**config.mk**
```make
export PLATFORM = sky130hd
export DESIGN_NAME = ulk_key_guard
export DESIGN_NICKNAME = d
export VERILOG_FILES = /design/src/rtl/ulk_pkg.sv /design/src/rtl/ulk_key_match.sv /design/src/rtl/ulk_state_fsm.sv /design/src/rtl/ulk_status_port.sv /design/src/rtl/ulk_key_guard.sv
export SDC_FILE = /design/constraint.sdc
export NUM_CORES = 1
export LEC_CHECK = 0
export BUFFER_PORTS_ARGS = -buffer_cell sky130_fd_sc_hd__buf_4
export CAP_MARGIN = 20
export CORE_AREA = 2 2 39 41
export CTS_BUF_LIST = sky130_fd_sc_hd__clkbuf_16
export CTS_CLUSTER_DIAMETER = 40
export DETAILED_ROUTE_END_ITERATION = 16
export DIE_AREA = 0 0 41 43
export PLACE_DENSITY = 0.61
export SYNTH_ARGS = -nofsm -noshare
export SYNTH_HDL_FRONTEND = slang
export SYNTH_SLANG_ARGS = --single-unit
```
**constraint.sdc**
```tcl
create_clock -name clk -period 1 [get_ports clk]
set_clock_uncertainty 0.1 [all_clocks]
set_input_delay 0.1 -clock clk [delete_from_list [all_inputs] [get_ports clk]]
set_output_delay 0.1 -clock clk [all_outputs]
set_load 0.05 [all_outputs]
```
**src/rtl/ulk_pkg.sv**
```systemverilog
package ulk_pkg;

  typedef enum logic [1:0] {
    ST_LOCKED = 2'd0,
    ST_HALF   = 2'd1,
    ST_OPEN   = 2'd2,
    ST_DEAD   = 2'd3
  } ulk_state_e;

  typedef struct packed {
    logic first_hit;
    logic second_hit;
  } key_match_t;

  // Transition rule; violations dominate, the dead state absorbs everything.
  function automatic ulk_state_e ulk_next(
    input ulk_state_e cur,
    input logic       wr,
    input key_match_t m,
    input logic       acc
  );
    ulk_state_e nxt;
    nxt = cur;
    unique case (cur)
      ST_LOCKED: begin
        if (acc)     nxt = ST_DEAD;
        else if (wr) nxt = m.first_hit ? ST_HALF : ST_DEAD;
      end
      ST_HALF: begin
        if (acc)     nxt = ST_DEAD;
        else if (wr) nxt = m.second_hit ? ST_OPEN : ST_DEAD;
      end
      ST_OPEN: begin
        if (wr)      nxt = ST_LOCKED;
      end
      ST_DEAD: nxt = ST_DEAD;
      default: nxt = ST_DEAD;
    endcase
    return nxt;
  endfunction

endpackage

```
**src/rtl/ulk_key_match.sv**
```systemverilog
module ulk_key_match
  import ulk_pkg::*;
#(
  parameter int          DATA_W = 8,
  parameter logic [DATA_W-1:0] KEY_A = 8'hA5,
  parameter logic [DATA_W-1:0] KEY_B = 8'hF1
) (
  input  logic [DATA_W-1:0] wdata,
  output key_match_t        match
);

  function automatic logic key_equal(input logic [DATA_W-1:0] a,
                                     input logic [DATA_W-1:0] b);
    return (a ^ b) == '0;
  endfunction

  always_comb begin
    match.first_hit  = key_equal(wdata, KEY_A);
    match.second_hit = key_equal(wdata, KEY_B);
  end

endmodule

```
**src/rtl/ulk_state_fsm.sv**
```systemverilog
module ulk_state_fsm
  import ulk_pkg::*;
#(
  parameter int DATA_W = 8,
  parameter logic [DATA_W-1:0] KEY_A = 8'hA5,
  parameter logic [DATA_W-1:0] KEY_B = 8'hF1
) (
  input  logic              clk,
  input  logic              rst_n,
  input  logic              key_wr,
  input  logic [DATA_W-1:0] key_wdata,
  input  key_match_t        match,
  input  logic              port_access,
  input  logic              key_rd,
  output ulk_state_e        state,
  output logic              ev_unlock,
  output logic              ev_relock,
  output logic              ev_lockout
);

  ulk_state_e state_nxt;

  always_comb state_nxt = ulk_next(state, key_wr, match, port_access);

  assign ev_unlock  = (state_nxt == ST_OPEN)   && (state != ST_OPEN);
  assign ev_relock  = (state_nxt == ST_LOCKED) && (state == ST_OPEN);
  assign ev_lockout = (state_nxt == ST_DEAD)   && (state != ST_DEAD);

  always_ff @(posedge clk) begin
    if (!rst_n) state <= ST_LOCKED;
    else        state <= state_nxt;
  end


  first_key_chk: assert property (@(posedge clk) disable iff (!rst_n)
    (state == ST_LOCKED && key_wr && !port_access && key_wdata == KEY_A)
      |=> state == ST_HALF);


  second_key_chk: assert property (@(posedge clk) disable iff (!rst_n)
    (state == ST_HALF && key_wr && !port_access && key_wdata == KEY_B)
      |=> state == ST_OPEN);


  wrong_key_chk: assert property (@(posedge clk) disable iff (!rst_n)
    (key_wr && ((state == ST_LOCKED && key_wdata != KEY_A) ||
                (state == ST_HALF   && key_wdata != KEY_B)))
      |=> state == ST_DEAD);


  relock_chk: assert property (@(posedge clk) disable iff (!rst_n)
    (state == ST_OPEN && key_wr) |=> state == ST_LOCKED);


  dead_sticky_chk: assert property (@(posedge clk) disable iff (!rst_n)
    (state == ST_DEAD) |=> state == ST_DEAD);


  early_access_chk: assert property (@(posedge clk) disable iff (!rst_n)
    (port_access && state != ST_OPEN) |=> state == ST_DEAD);


  open_access_chk: assert property (@(posedge clk) disable iff (!rst_n)
    (port_access && !key_wr && state == ST_OPEN) |=> state == ST_OPEN);


  quiet_stable_chk: assert property (@(posedge clk) disable iff (!rst_n)
    (!key_wr && !port_access) |=> $stable(state));


  read_harmless_chk: assert property (@(posedge clk) disable iff (!rst_n)
    (key_rd && !key_wr && !port_access) |=> $stable(state));

endmodule

```
**src/rtl/ulk_status_port.sv**
```systemverilog
module ulk_status_port
  import ulk_pkg::*;
#(
  parameter int DATA_W = 8
) (
  input  logic              clk,
  input  logic              rst_n,
  input  logic              key_rd,
  input  ulk_state_e        state,
  output logic [DATA_W-1:0] rdata
);

  localparam int PAD_W = DATA_W - 2;

  function automatic logic [DATA_W-1:0] code_of(input ulk_state_e s);
    return {{PAD_W{1'b0}}, s};
  endfunction

  always_ff @(posedge clk) begin
    if (!rst_n)      rdata <= '0;
    else if (key_rd) rdata <= code_of(state);
  end


  rdata_capture_chk: assert property (@(posedge clk) disable iff (!rst_n)
    key_rd |=> rdata[1:0] == $past(state) && rdata[DATA_W-1:2] == '0);


  rdata_hold_chk: assert property (@(posedge clk) disable iff (!rst_n)
    !key_rd |=> $stable(rdata));

endmodule

```
**src/rtl/ulk_key_guard.sv**
```systemverilog
module ulk_key_guard
  import ulk_pkg::*;
#(
  parameter int DATA_W = 8,
  parameter logic [DATA_W-1:0] KEY_A = 8'hA5,
  parameter logic [DATA_W-1:0] KEY_B = 8'hF1
) (
  input  logic              clk,
  input  logic              rst_n,
  input  logic              key_wr,
  input  logic [DATA_W-1:0] key_wdata,
  input  logic              key_rd,
  input  logic              port_access,
  output logic [DATA_W-1:0] key_rdata,
  output logic              unlock_en
);

  key_match_t match;
  ulk_state_e state;
  logic       ev_unlock;
  logic       ev_relock;
  logic       ev_lockout;

  ulk_key_match #(.DATA_W(DATA_W), .KEY_A(KEY_A), .KEY_B(KEY_B)) u_match (
    .wdata (key_wdata),
    .match (match)
  );

  ulk_state_fsm #(.DATA_W(DATA_W), .KEY_A(KEY_A), .KEY_B(KEY_B)) u_fsm (
    .clk         (clk),
    .rst_n       (rst_n),
    .key_wr      (key_wr),
    .key_wdata   (key_wdata),
    .match       (match),
    .port_access (port_access),
    .key_rd      (key_rd),
    .state       (state),
    .ev_unlock   (ev_unlock),
    .ev_relock   (ev_relock),
    .ev_lockout  (ev_lockout)
  );

  ulk_status_port #(.DATA_W(DATA_W)) u_status (
    .clk    (clk),
    .rst_n  (rst_n),
    .key_rd (key_rd),
    .state  (state),
    .rdata  (key_rdata)
  );

  assign unlock_en = (state == ST_OPEN);


  enable_rise_chk: assert property (@(posedge clk) disable iff (!rst_n)
    ev_unlock |=> unlock_en);


  enable_origin_chk: assert property (@(posedge clk) disable iff (!rst_n)
    (!unlock_en && !ev_unlock) |=> !unlock_en);


  event_excl_chk: assert property (@(posedge clk) disable iff (!rst_n)
    $countones({ev_unlock, ev_relock, ev_lockout}) <= 1);


  precedence_chk: assert property (@(posedge clk) disable iff (!rst_n)
    (key_wr && port_access && !unlock_en) |-> ev_lockout || state == ST_DEAD);

endmodule

```
==> results of run 1 <==
-- routing by layer --
| metal | global-route usage (%) | vias to the layer above | part of all wire [%] |
|---|---|---|---|
| met2 | 11.25 | 17 | 48 |
| met5 | 0 | - | 0 |
| met1 | 9.936 | 123 | 36 |
| met3 | 6.806 | 0 | 15 |
| met4 | 10.00 | 0 | 0 |
| li1 | - | 134 | - |
-- synth_stat cells --
library cell / n
a21boi_1: 1
a21oi_1: 1
buf_4: 6
conb_1: 1
dfxtp_1: 4
inv_1: 1
inv_2: 1
mux2i_1: 2
nand4b_4: 1
nand4bb_1: 1
nor2_1: 1
nor2b_1: 3
o21ai_0: 1
o31ai_1: 1
o31ai_2: 1
o41ai_1: 1
or4b_4: 1
-- cell type report --
type	instances	area, um^2
well taps	16	20.02
repair buffers	20	165.2
flip-flops and latches	4	83.83
inverters	2	10.01
fillers	145	828.3
clock buffers	3	75.07
multi-input cells	21	201.4
-- power groups by stage --
stage | clock [W] | sequential, W | combinational, W
CTS | 0.000630 | 0.000186 | 0.000220
detailed placement | 0 | 0.000185 | 0.000193
floorplan | 0 | 0.000202 | 0.000120
global route | 0.000643 | 0.000188 | 0.000254
finish | 0.000617 | 0.000187 | 0.000238
global placement | 0 | 0.000185 | 0.000194
-- repair_timing --
action,4_1_cts,5_1_grt
setup endpoints to repair,2,3
pin swaps,2,1
resized for setup,7,5
buffers inserted,2,1
-- critical path, stage by stage, from the launching register on --
cell and delay (ps):
dfxtp_2 320, buf_6 100, inv_4 30, nor2_4 80
buf_8 150
-- state kept, by name (all words and copies together) (netlist names) --
| name | count |
|---|---|
| u_status.rdata | 2 |
| u_fsm.state | 2 |
-- cell families after synthesis --
logic type | count (synthesis) | synth area share (%)
other | 1 | 1.369
AOI/OAI and AO/OA | 6 | 16.89
muxes | 2 | 7.306
buffers and inverters | 8 | 19.17
and+or+nand+nor | 7 | 26.02
DFF | 4 | 29.22
-- final timing paths --
check                                  startpoint                 to  slack [ps]  cells past startpoint
worst min register to register  u_status.rdata[0]  u_status.rdata[0]         400                      2
worst max register to register     u_fsm.state[1]     u_fsm.state[0]         -50                      3
worst max-delay path               u_fsm.state[1]          unlock_en        -110                      4
worst min-delay path                        rst_n     u_fsm.state[1]          30                      3
-- through the flow --
stage,instance area [um^2],setup TNS [ps]
global route,555.5,-255.5
global placement,407.9,-301.3
CTS,523.0,-195.9
finish,555.5,-161.3
detailed placement,407.9,-257.4
floorplan,297.8,-134.7
==> summary.md, run 1 <==
| Metric | Value |
|---|---|
| Final Core Density | `about 40%` |
| Status | `finished, violations left` |
| Total Wirelength | `648 um` |
| Switching power | `0.0002558 W` |
| Nets | `65` |
| Root Driver | `clkbuf_16` |
| Power per cell area | `~1900 nW/um^2` |
| Clock share of power | `about three fifths` |
| Part of the power in combinational logic | `22.8%` |
| Cts hold-fix bufs | `0` |
| Routed Antenna Nets | `0` |
| Final Non-Filler Cells | `between 60 and 70` |
| ANT cells | `0` |
| CP Max Fanout | `2` |
| Minimum clock period | `about 1100 ps` |
| CP Launch Type | `flip-flop` |
| Layout cell share with drive strength beyond 1 | `68.00%` |
| Number of synthesized register bits | `4` |
| Htree depth | `1` |
| Initial Utilization | `roughly a fifth` |
| Placer congestion estimate | `between 0.7 and 0.8` |
| Die Span Y | `about 43 um` |
| Most common cell after layout, fill and taps aside | `buf_4` |
| Initial antenna violation count | `0` |
| All-layer global routing usage | `a little under a tenth` |
| Failing checks | `setup timing` |
| Setup WS post-layout | `-106.2 ps` |
| Number of instances in the placed design | `61` |
| Largest net degree at the start of global routing | `5` |
| Layout area overhead | `102.7%` |
| Post-synth top area share | `29.22%` |
| Detailed Place HPWL | `approximately 460 um` |
| Routed via count | `roughly 270` |
| Synth Instances | `28` |
| Post-synthesis sequential area ratio | `between 20 and 30%` |
| Synth warn | `0` |
| Max-cap viol count | `0` |
| Fin crit share | `110.6%` |
| Sequential Power Share | `roughly 18%` |
| Total chip power | `~0.0010 W` |
| CTS Buffer Depth | `2` |
| First-pass GRT wire length | `just over 1 mm` |
| Critical path arrival | `just over 900 ps` |
| CTS tree | `done` |
| Peak VDD IR | `approximately 0.73 mV` |
| Most frequent cells in the layout | `buf_4, conb_1, nor2b_1, clkbuf_16, dfxtp_2` |
| CTS buffer count | `3` |
| Die X | `about 40 um` |
| Clock-pin transition on the worst setup and hold timing paths | `30 ps` |
| 1st-pass router iterations | `2` |
| TritonCTS Sinks | `4` |
| Syn avg cell area | `between 9 and 10 um^2` |
| Setup violations, final | `3` |
| Pleak | `0.2582 nW` |
| Core area | `1384 um^2` |
| Port-buffer cells | `15` |
| DRC | `0` |
| Final Slew Violations | `0` |
| Worst setup path class | `reg2out` |
| Netlist cell types | `17` |
| Starting DRT DRC Count | `2` |
| Top-level I/O count | `22` |
| Worst min path class | `in2reg` |
| Vias per std cell | `4.152` |
| Synthesized area | `around 270 um^2` |
| RSZ-0062 raised after global routing | `true` |
| Remaining global-route overflow | `0` |
| Routed length per instance | `9.818 um` |
| Top post-synthesis cells by area | `dfxtp_1, buf_4, nand4b_4` |
| FP Rows | `14` |
| Internal | `between 0.0007 and 0.0008 W` |
| Hold Fails Final Rpt | `0` |
| Crit path capture type | `primary output` |
| Worst hold slack | `between 30 and 40 ps` |
| FMAX | `0.9040 GHz` |
| Pre-CTS WS | `-226.8 ps` |
| Number of global-route vias before repair | `280` |
| Worst path required time | `800 ps` |
| Area leader, netlist | `dfxtp_1` |
| Switching share of power | `approximately a quarter` |
| Die area | `~1800 um^2` |
| Clock Latency Late Sink | `about 220 ps` |
(Power assumes the default switching activity.)
==> run 2, diff against run 1 <==
--- a/config.mk
+++ b/config.mk
@@ -12,6 +12,7 @@
 export CTS_CLUSTER_DIAMETER = 40
 export DETAILED_ROUTE_END_ITERATION = 16
 export DIE_AREA = 0 0 41 43
+export HOLD_SLACK_MARGIN = 0.08
 export PLACE_DENSITY = 0.61
 export SYNTH_ARGS = -nofsm -noshare
 export SYNTH_HDL_FRONTEND = slang
==> summary.md, run 2 (synthesized netlist as in run 1, its figures left out) <==
| Metric | Value |
|---|---|
| Routed Antenna Nets | `0 (unchanged)` |
| Largest net degree at the start of global routing | `5 (unchanged)` |
| Remaining global-route overflow | `0 (unchanged)` |
| All-layer global routing usage | `9.529% (unchanged)` |
| Detailed Place HPWL | `460.3 um (unchanged)` |
| Most frequent cells in the layout | `buf_4, conb_1, nor2b_1, clkbuf_16, dfxtp_2` |
| Max-cap viol count | `0 (unchanged)` |
| Total Wirelength | `659 um (+1.7%)` |
| Minimum clock period | `1106 ps (+0.1180 ps)` |
| Nets | `66 (+1.5%)` |
| First-pass GRT wire length | `1.028 mm (unchanged)` |
| Status | `finished, violations left` |
| Fin crit share | `110.6% (about the same)` |
| Die Span Y | `43 um (unchanged)` |
| Clock Latency Late Sink | `220 ps (about the same)` |
| Worst setup path class | `reg2out` |
| Routed length per instance | `9.836 um (+0.18%)` |
| Hold Fails Final Rpt | `0 (unchanged)` |
| ANT cells | `0 (unchanged)` |
| Final Non-Filler Cells | `67 (+1.5%)` |
| CTS tree | `done` |
| Die area | `1763 um^2 (unchanged)` |
| CP cell instances | `buf_6, inv_4, nor2_4, buf_8` |
| Layout cell share with drive strength beyond 1 | `64.71% (-3.3 points)` |
| Placer congestion estimate | `0.7195 (unchanged)` |
| Fillers | `142 (-2.1%)` |
| CP Launch Type | `flip-flop` |
| Failing checks | `setup timing` |
| Vias per std cell | `4.075 (-1.9%)` |
| Register area | `83.83 um^2 (unchanged)` |
| Htree depth | `1 (unchanged)` |
| Port-buffer cells | `15 (unchanged)` |
| Worst path required time | `800 ps (about the same)` |
| Pleak | `0.2618 nW (+1.4%)` |
| Placed Area | `407.9 um^2 (unchanged)` |
| Setup WS post-layout | `-106.4 ps (-0.1180 ps)` |
| TritonCTS Sinks | `4 (unchanged)` |
| Root Driver | `clkbuf_16` |
| Flop2flop setup slack | `-50 ps (about the same)` |
| Die X | `41 um (unchanged)` |
| Starting DRT DRC Count | `2 (unchanged)` |
| Layout area overhead | `107.3%` |
| Multi-input gate area | `201.4 um^2 (unchanged)` |
| CP max stage delay | `320 ps (about the same)` |
| Number of instances in the placed design | `61 (unchanged)` |
| Routed via count | `273 (-0.36%)` |
| Worst min path class | `in2reg` |
| Top-level I/O count | `22 (unchanged)` |
| Final Cell Area | `568.0 um^2 (+2.3%)` |
| Crit path capture type | `primary output` |
| Largest regs | `u_fsm.state: 2 flops, u_status.rdata: 2 flops` |
| Power per cell area | `1841 nW/um^2 (-1.8%)` |
| Most common cell after layout, fill and taps aside | `buf_4` |
| Final Slew Violations | `0 (unchanged)` |
| DRC | `0 (unchanged)` |
| FMAX | `0.9039 GHz (about the same)` |
| Peak VDD IR | `0.7208 mV (-1.5%)` |
| CP Max Fanout | `2 (unchanged)` |
| 1st-pass router iterations | `2 (unchanged)` |
| Initial Utilization | `19.80% (unchanged)` |
| CTS buffer count | `3 (unchanged)` |
| CTS Buffer Depth | `2 (unchanged)` |
| Setup violations, final | `3 (unchanged)` |
| Number of global-route vias before repair | `280 (unchanged)` |
| Clock-pin transition on the worst setup and hold timing paths | `30 ps (about the same)` |
| RSZ-0062 raised after global routing | `true` |
| FP Rows | `14 (unchanged)` |
| Core area | `1384 um^2 (unchanged)` |
| Slowest cell on crit path | `dfxtp_2` |
| Initial antenna violation count | `0 (unchanged)` |
| Critical path arrival | `910 ps (about the same)` |
-- run 2: area by class of cell --
class / count / area share [%]
Timing Repair Buffer: 21 / 31.28
Inverter: 2 / 1.762
Tap cell: 16 / 3.524
Sequential cell: 4 / 14.76
Multi-Input combinational cell: 21 / 35.46
Clock buffer: 3 / 13.22
-- run 2: path summary, 6_finish.rpt --
| path | startpoint | end | depth (start not counted) |
|---|---|---|---|
| max | u_fsm.state[1] | unlock_en | 4 |
| max reg2reg | u_fsm.state[1] | u_fsm.state[0] | 3 |
| min reg2reg | u_status.rdata[0] | u_status.rdata[0] | 2 |
| min | key_wr | u_fsm.state[1] | 3 |
-- run 2: repair_timing --
action                     4_1_cts  5_1_grt
gates resized for setup          7        5
hold buffers                     2        0
buffers inserted                 2        1
pin swaps                        2        1
hold endpoints to repair         4        0
setup endpoints to repair        2        4
-- run 2: stage by stage --
stage / hold WS [ps] / TNS, ps / total power, W / util, % / setup WS, ps
after floorplan: 128.0 / -134.7 / 0.0003221 / - / -81.09
after global placement: 244.5 / -301.3 / 0.0003787 / 29.48 / -215.1
after detailed placement: 256.9 / -257.4 / 0.0003786 / 29.48 / -226.8
after CTS: 86.01 / -195.9 / 0.001042 / 39.24 / -113.8
after global routing: 92.81 / -255.5 / 0.001088 / 41.05 / -132.6
final: 75.44 / -165.4 / 0.001046 / 41.05 / -106.4
-- run 2: critical path: cells and delay by family, from the launching register on --
family	cells	cell delay, ps
DFF	1	320
buffers and inverters	3	280
and+or+nand+nor	1	80
-- run 2: layer usage --
| layer | track usage [%] | vias up | share of wire (%) |
|---|---|---|---|
| li1 | - | 135 | - |
| met1 | 9.936 | 121 | 38 |
| met2 | 11.25 | 17 | 47 |
| met3 | 6.806 | 0 | 14 |
| met4 | 10.00 | 0 | 0 |
| met5 | 0 | - | 0 |
-- run 2: report_power, final --
group,leakage (nW),switching (W),total (W),internal [W]
Sequential,0.0341,0.0000122,0.000187,0.000175
Clock,0.0370,0.000107,0.000618,0.000510
Combinational,0.191,0.000138,0.000241,0.000104
Total,0.262,0.000257,0.00105,0.000789
